===== src/rtl/tmr16_pkg.sv =====
package tmr16_pkg;

  typedef enum logic [2:0] {
    MD_EVT_RISE = 3'b000,
    MD_EVT_FALL = 3'b001,
    MD_RSV_A    = 3'b010,
    MD_RSV_B    = 3'b011,
    MD_TMR_RLD  = 3'b100,
    MD_TMR_TGL  = 3'b101,
    MD_CAP_RISE = 3'b110,
    MD_CAP_FALL = 3'b111
  } tmr_mode_e;

  typedef struct packed {
    logic step;   // decrement this cycle
    logic uflow;  // reload from companion register
    logic tgl;    // invert pin output
  } tmr_evt_t;

endpackage


===== src/rtl/tmr16_pin_edge.sv =====
module tmr16_pin_edge #(
  parameter int SYNC_STAGES = 2
) (
  input  logic clk,
  input  logic rst,
  input  logic pin_i,
  output logic rise_o,
  output logic fall_o
);

  logic [SYNC_STAGES:0] shreg;

  always_ff @(posedge clk) begin
    if (rst) shreg <= '0;
    else     shreg <= {shreg[SYNC_STAGES-1:0], pin_i};
  end

  assign rise_o = shreg[SYNC_STAGES-1] & ~shreg[SYNC_STAGES];
  assign fall_o = ~shreg[SYNC_STAGES-1] & shreg[SYNC_STAGES];

endmodule


===== src/rtl/tmr16_ctl.sv =====
module tmr16_ctl
  import tmr16_pkg::*;
(
  input  logic [2:0] mode_i,
  input  logic       run_i,
  input  logic       tick_i,
  input  logic       rise_i,
  input  logic       fall_i,
  input  logic       cnt_zero_i,
  input  logic       cnt_wr_i,
  input  logic       rld_wr_i,
  output tmr_evt_t   evt_o,
  output logic       cap_load_o,
  output logic       irq_set_o
);

  logic step_raw, auto_rld, tgl_mode, cap_raw;

  always_comb begin
    step_raw = 1'b0;
    auto_rld = 1'b0;
    tgl_mode = 1'b0;
    cap_raw  = 1'b0;
    case (tmr_mode_e'(mode_i))
      MD_EVT_RISE: begin step_raw = run_i & rise_i; auto_rld = 1'b1; end
      MD_EVT_FALL: begin step_raw = run_i & fall_i; auto_rld = 1'b1; end
      MD_TMR_RLD:  begin step_raw = run_i & tick_i; auto_rld = 1'b1; end
      MD_TMR_TGL:  begin step_raw = run_i & tick_i; auto_rld = 1'b1; tgl_mode = 1'b1; end
      MD_CAP_RISE: begin step_raw = run_i & tick_i; cap_raw = run_i & rise_i; end
      MD_CAP_FALL: begin step_raw = run_i & tick_i; cap_raw = run_i & fall_i; end
      default: ;
    endcase
  end

  always_comb begin
    evt_o.step  = step_raw & ~cnt_wr_i;
    evt_o.uflow = evt_o.step & cnt_zero_i & auto_rld;
    evt_o.tgl   = evt_o.uflow & tgl_mode;
    cap_load_o  = cap_raw & ~rld_wr_i;
    irq_set_o   = evt_o.uflow | cap_raw;
  end

endmodule


===== src/rtl/tmr16_regs.sv =====
module tmr16_regs
  import tmr16_pkg::*;
#(
  parameter int CNT_W  = 16,
  parameter int BYTE_W = 8,
  localparam int NB    = CNT_W / BYTE_W,
  localparam int SEL_W = $clog2(2 * NB)
) (
  input  logic              clk,
  input  logic              rst,
  input  logic              wr_en_i,
  input  logic [SEL_W-1:0]  wr_sel_i,
  input  logic [BYTE_W-1:0] wr_data_i,
  input  tmr_evt_t          evt_i,
  input  logic              cap_load_i,
  output logic [CNT_W-1:0]  cnt_o,
  output logic [CNT_W-1:0]  rld_o,
  output logic              cnt_zero_o,
  output logic              cnt_wr_o,
  output logic              rld_wr_o
);

  logic [CNT_W-1:0] cnt_q, rld_q, cnt_auto, rld_auto, cnt_d, rld_d;

  assign cnt_wr_o   = wr_en_i & (wr_sel_i <  SEL_W'(NB));
  assign rld_wr_o   = wr_en_i & (wr_sel_i >= SEL_W'(NB));
  assign cnt_zero_o = (cnt_q == '0);

  always_comb begin
    if (evt_i.uflow)     cnt_auto = rld_q;
    else if (evt_i.step) cnt_auto = cnt_q - CNT_W'(1);
    else                 cnt_auto = cnt_q;
    rld_auto = cap_load_i ? cnt_q : rld_q;
  end

  for (genvar b = 0; b < NB; b++) begin : g_byte
    assign cnt_d[b*BYTE_W +: BYTE_W] = (wr_en_i && wr_sel_i == SEL_W'(b))
                                       ? wr_data_i : cnt_auto[b*BYTE_W +: BYTE_W];
    assign rld_d[b*BYTE_W +: BYTE_W] = (wr_en_i && wr_sel_i == SEL_W'(b + NB))
                                       ? wr_data_i : rld_auto[b*BYTE_W +: BYTE_W];
  end

  always_ff @(posedge clk) begin
    if (rst) begin
      cnt_q <= '0;
      rld_q <= '0;
    end else begin
      cnt_q <= cnt_d;
      rld_q <= rld_d;
    end
  end

  assign cnt_o = cnt_q;
  assign rld_o = rld_q;

endmodule


===== src/rtl/tmr16_unit.sv =====
module tmr16_unit
  import tmr16_pkg::*;
#(
  parameter int CNT_W       = 16,
  parameter int BYTE_W      = 8,
  parameter int SYNC_STAGES = 2,
  localparam int NB         = CNT_W / BYTE_W,
  localparam int SEL_W      = $clog2(2 * NB)
) (
  input  logic              clk,
  input  logic              rst,
  input  logic [2:0]        mode,
  input  logic              run,
  input  logic              tick_en,
  input  logic              wr_en,
  input  logic [SEL_W-1:0]  wr_sel,
  input  logic [BYTE_W-1:0] wr_data,
  input  logic [SEL_W-1:0]  rd_sel,
  output logic [BYTE_W-1:0] rd_data,
  input  logic              pin_in,
  output logic              pin_out,
  input  logic              irq_clr,
  output logic              irq
);

  logic             pin_rise, pin_fall;
  logic             cnt_zero, cnt_wr, rld_wr, cap_load, irq_set;
  tmr_evt_t         evt;
  logic [CNT_W-1:0] cnt_q, rld_q;
  logic [2*CNT_W-1:0] all_bytes;

  tmr16_pin_edge #(.SYNC_STAGES(SYNC_STAGES)) u_edge (
    .clk(clk), .rst(rst), .pin_i(pin_in), .rise_o(pin_rise), .fall_o(pin_fall)
  );

  tmr16_ctl u_ctl (
    .mode_i(mode), .run_i(run), .tick_i(tick_en), .rise_i(pin_rise),
    .fall_i(pin_fall), .cnt_zero_i(cnt_zero), .cnt_wr_i(cnt_wr),
    .rld_wr_i(rld_wr), .evt_o(evt), .cap_load_o(cap_load), .irq_set_o(irq_set)
  );

  tmr16_regs #(.CNT_W(CNT_W), .BYTE_W(BYTE_W)) u_regs (
    .clk(clk), .rst(rst), .wr_en_i(wr_en), .wr_sel_i(wr_sel),
    .wr_data_i(wr_data), .evt_i(evt), .cap_load_i(cap_load),
    .cnt_o(cnt_q), .rld_o(rld_q), .cnt_zero_o(cnt_zero),
    .cnt_wr_o(cnt_wr), .rld_wr_o(rld_wr)
  );

  assign all_bytes = {rld_q, cnt_q};

  always_ff @(posedge clk) begin
    if (rst) begin
      rd_data <= '0;
      irq     <= 1'b0;
      pin_out <= 1'b0;
    end else begin
      rd_data <= all_bytes[rd_sel*BYTE_W +: BYTE_W];
      if (irq_set)      irq <= 1'b1;
      else if (irq_clr) irq <= 1'b0;
      if (evt.tgl) pin_out <= ~pin_out;
    end
  end

endmodule


===== config.mk =====
export PLATFORM = sky130hd
export DESIGN_NAME = tmr16_unit
export DESIGN_NICKNAME = d
export VERILOG_FILES = /design/src/rtl/tmr16_pkg.sv /design/src/rtl/tmr16_pin_edge.sv /design/src/rtl/tmr16_ctl.sv /design/src/rtl/tmr16_regs.sv /design/src/rtl/tmr16_unit.sv
export SDC_FILE = /design/constraint.sdc
export NUM_CORES = 1
export LEC_CHECK = 0
export CORE_ASPECT_RATIO = 1.1
export CORE_MARGIN = 8
export CORE_UTILIZATION = 40
export DETAILED_ROUTE_END_ITERATION = 7
export GPL_TIMING_DRIVEN = 0
export PLACE_DENSITY_LB_ADDON = 0.25
export SLEW_MARGIN = 20
export SYNTH_ARGS = -nofsm -noshare
export SYNTH_HDL_FRONTEND = slang
export SYNTH_SLANG_ARGS = --single-unit

===== constraint.sdc =====
create_clock -name clk -period 6.1 [get_ports clk]
set_input_delay 1.83 -clock clk [delete_from_list [all_inputs] [get_ports clk]]
set_output_delay 1.83 -clock clk [all_outputs]
set_load 0.005 [all_outputs]

## Word level (Yosys, flattened, before mapping)

Cells that the tools add are included.

- Input bits: 22
- Register bits: 45
- Output and inout port bits: 10
- Logic and storage cells: 65

- Order comparisons: 2
- Add/subtract/negate cells: 1
- Bitwise logic cells: 18
- Muxes and demuxes: 13
- Reductions and logical operators: 14
- Eq/ne operators: 8
- Shift operators: 1

Operators with widths:

| kind | number |
|---|---|
| 16-bit two-way mux | 3 |
| 8-bit two-way mux | 4 |
| 32-bit by 6-bit variable part select with 8-bit output | 1 |
| 16-bit logical NOT | 1 |
| 16-bit by 1-bit subtractor with 16-bit output, second input constant | 1 |
| 1-bit bitwise AND | 12 |
| 3-bit equality test, second input constant | 4 |
| 4-bit OR reduction | 2 |
| 2-bit nonzero test | 3 |
| 3-bit nonzero test | 2 |
| 1-bit inverter | 5 |
| 2-bit equality test, second input constant | 2 |
| 1-bit logical AND | 4 |
| 1-bit two-way mux | 4 |
| 3-bit by 1-bit equality test with 1-bit output, second input constant | 1 |
| 3-bit logical NOT | 1 |
| 1-bit case mux with 3 select lines | 1 |
| 2-bit by 1-bit equality test with 1-bit output, second input constant | 1 |
| 2-bit >= comparator, second input constant | 1 |
| 2-bit logical NOT | 1 |
| 2-bit less-than comparator, second input constant | 1 |
| 1-bit case mux with 2 select lines | 1 |
| 1-bit OR | 1 |

## Logic depth before layout (Yosys ltp)

- Word-level depth: 9
- Mapped depth: 9
- Depth with buffers taken out: 7

## Modules after synthesis

Synthesis repeated with hierarchy kept, for this count alone.

- Cell total of the unflattened synthesis: 298
- Area, all modules: 2618.8 um^2

Modules (own cells, without submodules):

| module | area an instance (um^2) | instances | seq. area each (um^2) | cells an instance |
|---|---|---|---|---|
| tmr16_regs | 1928.1 | 1 | 640.6 | 230 |
| tmr16_unit | 490.5 | 1 | 200.2 | 45 |
| tmr16_ctl | 108.9 | 1 | 0.0 | 15 |
| tmr16_pin_edge | 91.3 | 1 | 60.1 | 8 |

## Worst setup path before layout

No wires, ideal clock.

- Path kind: input to register
- Start point: input mode[0]
- End point: register u_regs.rld_q[14], in the netlist u_regs.rld_o[14]
- Arrival time: 3063 ps
- Path buffers: 1
- Cell stages on the path: 6
- Setup time: 138 ps
- Setup slack: 2899 ps
- Data required time: 5962 ps
- Cell sequence: nor3b_1 > nor2_1 > a211oi_4 > buf_6 > mux2i_1 > a211oi_1

- Cells in the longest elaborated chain, start to end: 4
- Elaborated cells between the ends (all ways): 5
- Classes of those cells: eq/ne (2); mux (1); bitwise (1); reduce/logical (1)

Ends and longest elaborated chain:

| item | line | text |
|---|---|---|
| start: declaration | tmr16_unit.sv:12 | `input logic [2:0] mode,` |
| 3-bit equality test | tmr16_ctl.sv:24 | `case (tmr_mode_e'(mode_i))` |
| 1-bit case mux with 2 select lines (*) | tmr16_ctl.sv:24 |  |
| 1-bit bitwise AND (*) | tmr16_ctl.sv:39 | `cap_load_o = cap_raw & ~rld_wr_i;` |
| 2-bit nonzero test (no line) (*) | n/a |  |
| end signal: assignment | tmr16_regs.sv:49 | `rld_q <= rld_d;` |
| end: declaration | tmr16_regs.sv:23 | `logic [CNT_W-1:0] cnt_q, rld_q, cnt_auto, rld_auto, cnt_d, rld_d;` |

Mark *: on every way between the ends. The rest lies on a longest branch, timed or not.
A chain may end at the register's enable or synchronous reset.

## Worst setup path after layout

- Start point: input wr_sel[1]
- End point: register u_regs.cnt_q[7], in the netlist u_regs.cnt_o[7]

- Cells in the longest elaborated chain, start to end: 8
- Elaborated cells between the ends (all ways): 11
- Classes of those cells: order compare (1); mux (2); bitwise (5); reduce/logical (3)

Ends and longest elaborated chain:

| item | line | text |
|---|---|---|
| start: declaration | tmr16_unit.sv:16 | `input logic [SEL_W-1:0] wr_sel,` |
| 2-bit less-than comparator | tmr16_regs.sv:25 | `assign cnt_wr_o = wr_en_i & (wr_sel_i < SEL_W'(NB));` |
| 1-bit bitwise AND | tmr16_regs.sv:25 |  |
| 1-bit inverter | tmr16_ctl.sv:36 | `evt_o.step = step_raw & ~cnt_wr_i;` |
| 1-bit bitwise AND | tmr16_ctl.sv:36 |  |
| 1-bit bitwise AND (2 in a row) | tmr16_ctl.sv:37 | `evt_o.uflow = evt_o.step & cnt_zero_i & auto_rld;` |
| 16-bit two-way mux | tmr16_regs.sv:30 | `if (evt_i.uflow) cnt_auto = rld_q;` |
| 8-bit two-way mux | tmr16_regs.sv:38 | `? wr_data_i : cnt_auto[b*BYTE_W +: BYTE_W];` |
| end signal: assignment | tmr16_regs.sv:48 | `cnt_q <= cnt_d;` |
| end: declaration | tmr16_regs.sv:23 |  |

Parallel ways exist; a longest one is shown, timed or not.

==> metrics <==
Cell Pwr Density approximately 240 nW/µm²; outcome complete, no violations; PortBufs 28; number of synthesized flops with an enable pin 0; total power around 0.00073 W; Worst Tran Pin Value 0.832 ns; CP Max Fanout 10; Leak Pwr 1.04 nW; CTS resizes 0; Achievable Freq 0.263 GHz; initial core utilization between 40% and 50%; worst clock skew 0.00543 ns; area of the die 9400 µm²; Bufs on Longest Clock Path 2; Synth Net Count around 320; I/O pin total 32; CP arrival 4.04 ns; die width roughly 93 µm; setup bufs post-CTS 0; slew margin rel. 44.3%; largest net degree at the start of global routing 13; nets 352; top post-synthesis cells by area dfxtp_1, mux2i_1, mux4_2; initial antenna violation count 0; Bufs and invs on worst path 3; Seq/Total Area, Yosys 34.4%; Filler cells between 600 and 700; area share of the largest cell type after synthesis 34.4%; Synth Instances 293; Core Area 6480 µm²; clk_lat worst skew 0.31 ns; Max-Cap Viols 0; Hold Fails Final Rpt 0; number of diodes 0; total CTS buffers 5; DR WL/cell 20.0 µm; Final Wtd Congestion around 0.94; Via-to-Cell Ratio 5.90; r2r setup slk 3.86 ns; Worst Hold Class register to register; slowest CP cell clkbuf_1; cell mode on critical path clkbuf_1; Post-Route Utilization between 40 and 50%; DRC 0; Async S/R FF share, synth 0%; CP Class input pin to register; minimum clock period after layout 3.80 ns; startpoint class of the critical path input pin; Setup TNS Final 0 ns; global-route wire length before repair roughly 13 mm; via count 2,413; Die Span Y 101 µm; crit path capture type register; vias in the first global route 2,505; First-pass DRT Iterations 5; synthesized area 2620 µm²; Synth area leader dfxtp_1; clk sink count 45; period utilization 62.4%; Mean Syn Cell Area 8.94 µm²; number of synthesis warnings 0; row cnt 31; hold slack 0.445 ns; slowest cell delay on critical path 0.52 ns; RSZ-0062 raised after global routing false; clock root buffer clkbuf_8; Clk pin slew, worst setup/hold paths 0.08 ns; H-tree depth 2; Cell variety after synth 50; critical path cell sequence clkdlybuf4s50_1 -> nand2b_1 -> o2111ai_1 -> and2_1 -> clkbuf_1 -> clkbuf_1 -> nand3_1 -> a31oi_1; # hold bufs at CTS 0; Layout area overhead 17.4%; Primary FF master, synth dfxtp_1; area of the multi-input gates ~1600 µm²; Routed WL 8.16 mm; Post-DP HPWL 5.71 mm; First DRT Iteration DRCs approximately 210; maximum vdd drop 81.6 µV; GRT Util Overall 17.9%; ratio of cells with drive above 1 in the final layout 8.87%; Max Slew Vio Count 0; Final Setup Violations 0; #FFs+latches synth 45; crit-path leading delay family buffers and inverters; Post-DRT Antenna Nets 0; Required @ worst endpoint around 6.3 ns; TritonCTS clock tree built; global route overflow 0; Reg area 901 µm²
-- synthesized netlist by cell type (4+ instances only) --
cell type  number
a31oi_1        12
a211o_1         9
clkbuf_1       18
nor2b_1        11
mux4_2          8
nand3_1        19
dfxtp_1        45
nor3_1         11
a211oi_1       16
nor4_1          4
xnor2_1         8
inv_1           4
nand2_1        19
a2bb2oi_1       4
o22ai_1         4
buf_2           5
nor2_1         28
mux2i_1        19
-- cell usage in the layout, fill, tap and decap left out, types with 4 or more instances in the layout --
cell / count
nand2_1: 19
inv_1: 4
a211oi_1: 16
nor2b_1: 11
dfxtp_1: 45
nand3_1: 19
clkbuf_1: 18
a211o_1: 9
nor3_1: 11
mux4_2: 8
buf_2: 5
nor4_1: 4
clkbuf_8: 5
a31oi_1: 12
clkdlybuf4s50_1: 28
o22ai_1: 4
mux2i_1: 19
xnor2_1: 8
nor2_1: 28
a2bb2oi_1: 4
-- registers in the layout, summed over array words and instances, names as in the netlist --
register,flops
pin_out,1
u_edge.shreg,3
u_regs.rld_o,16
u_regs.cnt_o,16
rd_data,8
irq,1
-- metal layers --
metal  track usage [%]  vias up  share of wire (%)
met2              31.2       99                 51
met5                 0        -                  0
met4              10.2        0                3.6
li1                  -     1151                  -
met3              2.09       28                4.8
met1              20.7     1135                 41
-- metrics by stage --
step | cells | area, µm² | worst slack (ns)
2_1_floorplan | 293 | 2620 | 2.90
3_3_place_gp | 403 | 3000 | 2.06
3_5_place_dp | 403 | 3000 | 2.03
4_1_cts | 409 | 3080 | 2.32
5_1_grt | 409 | 3080 | 2.12
6_report | 409 | 3080 | 2.30
-- final timing paths --
path | cells past startpoint | from | to
max | 8 | wr_sel[1] | u_regs.cnt_o[7]
min | 1 | u_edge.shreg[0] | u_edge.shreg[1]
max reg2reg | 9 | u_regs.cnt_o[0] | u_regs.cnt_o[7]
min reg2reg | 1 | u_edge.shreg[0] | u_edge.shreg[1]
-- area by class of cell --
cell class | count | area share [%]
Inverter | 4 | 0.488
Clock inverter | 1 | 0.163
Clock buffer | 5 | 2.24
Timing Repair Buffer | 28 | 9.11
Multi-Input combinational cell | 218 | 51.5
Buffer | 26 | 3.86
Tap cell | 82 | 3.33
Sequential cell | 45 | 29.3
-- report_power, final --
part / total [W] / switching, W / leakage, nW / internal, W
sequential: 0.000329 / 0.0000179 / 0.367 / 0.000311
clock: 0.000180 / 0.000104 / 0.0399 / 0.0000756
combinational: 0.000218 / 0.000123 / 0.636 / 0.0000957
-- cell families (layout without fill, tap and decap cells) --
kind of cell	after synthesis	count (layout)	synth area share, %
AO/OA/AOI/OAI	60	60	17.2
XOR/XNOR	10	10	3.34
buffers and inverters	30	64	5.11
AND/OR/NAND/NOR	119	119	24.8
flip-flops	45	45	34.4
multiplexers	27	27	14.1
adder cells (fa/ha/maj)	2	2	0.955
No activity file was read; power rests on OpenSTA's default activity.
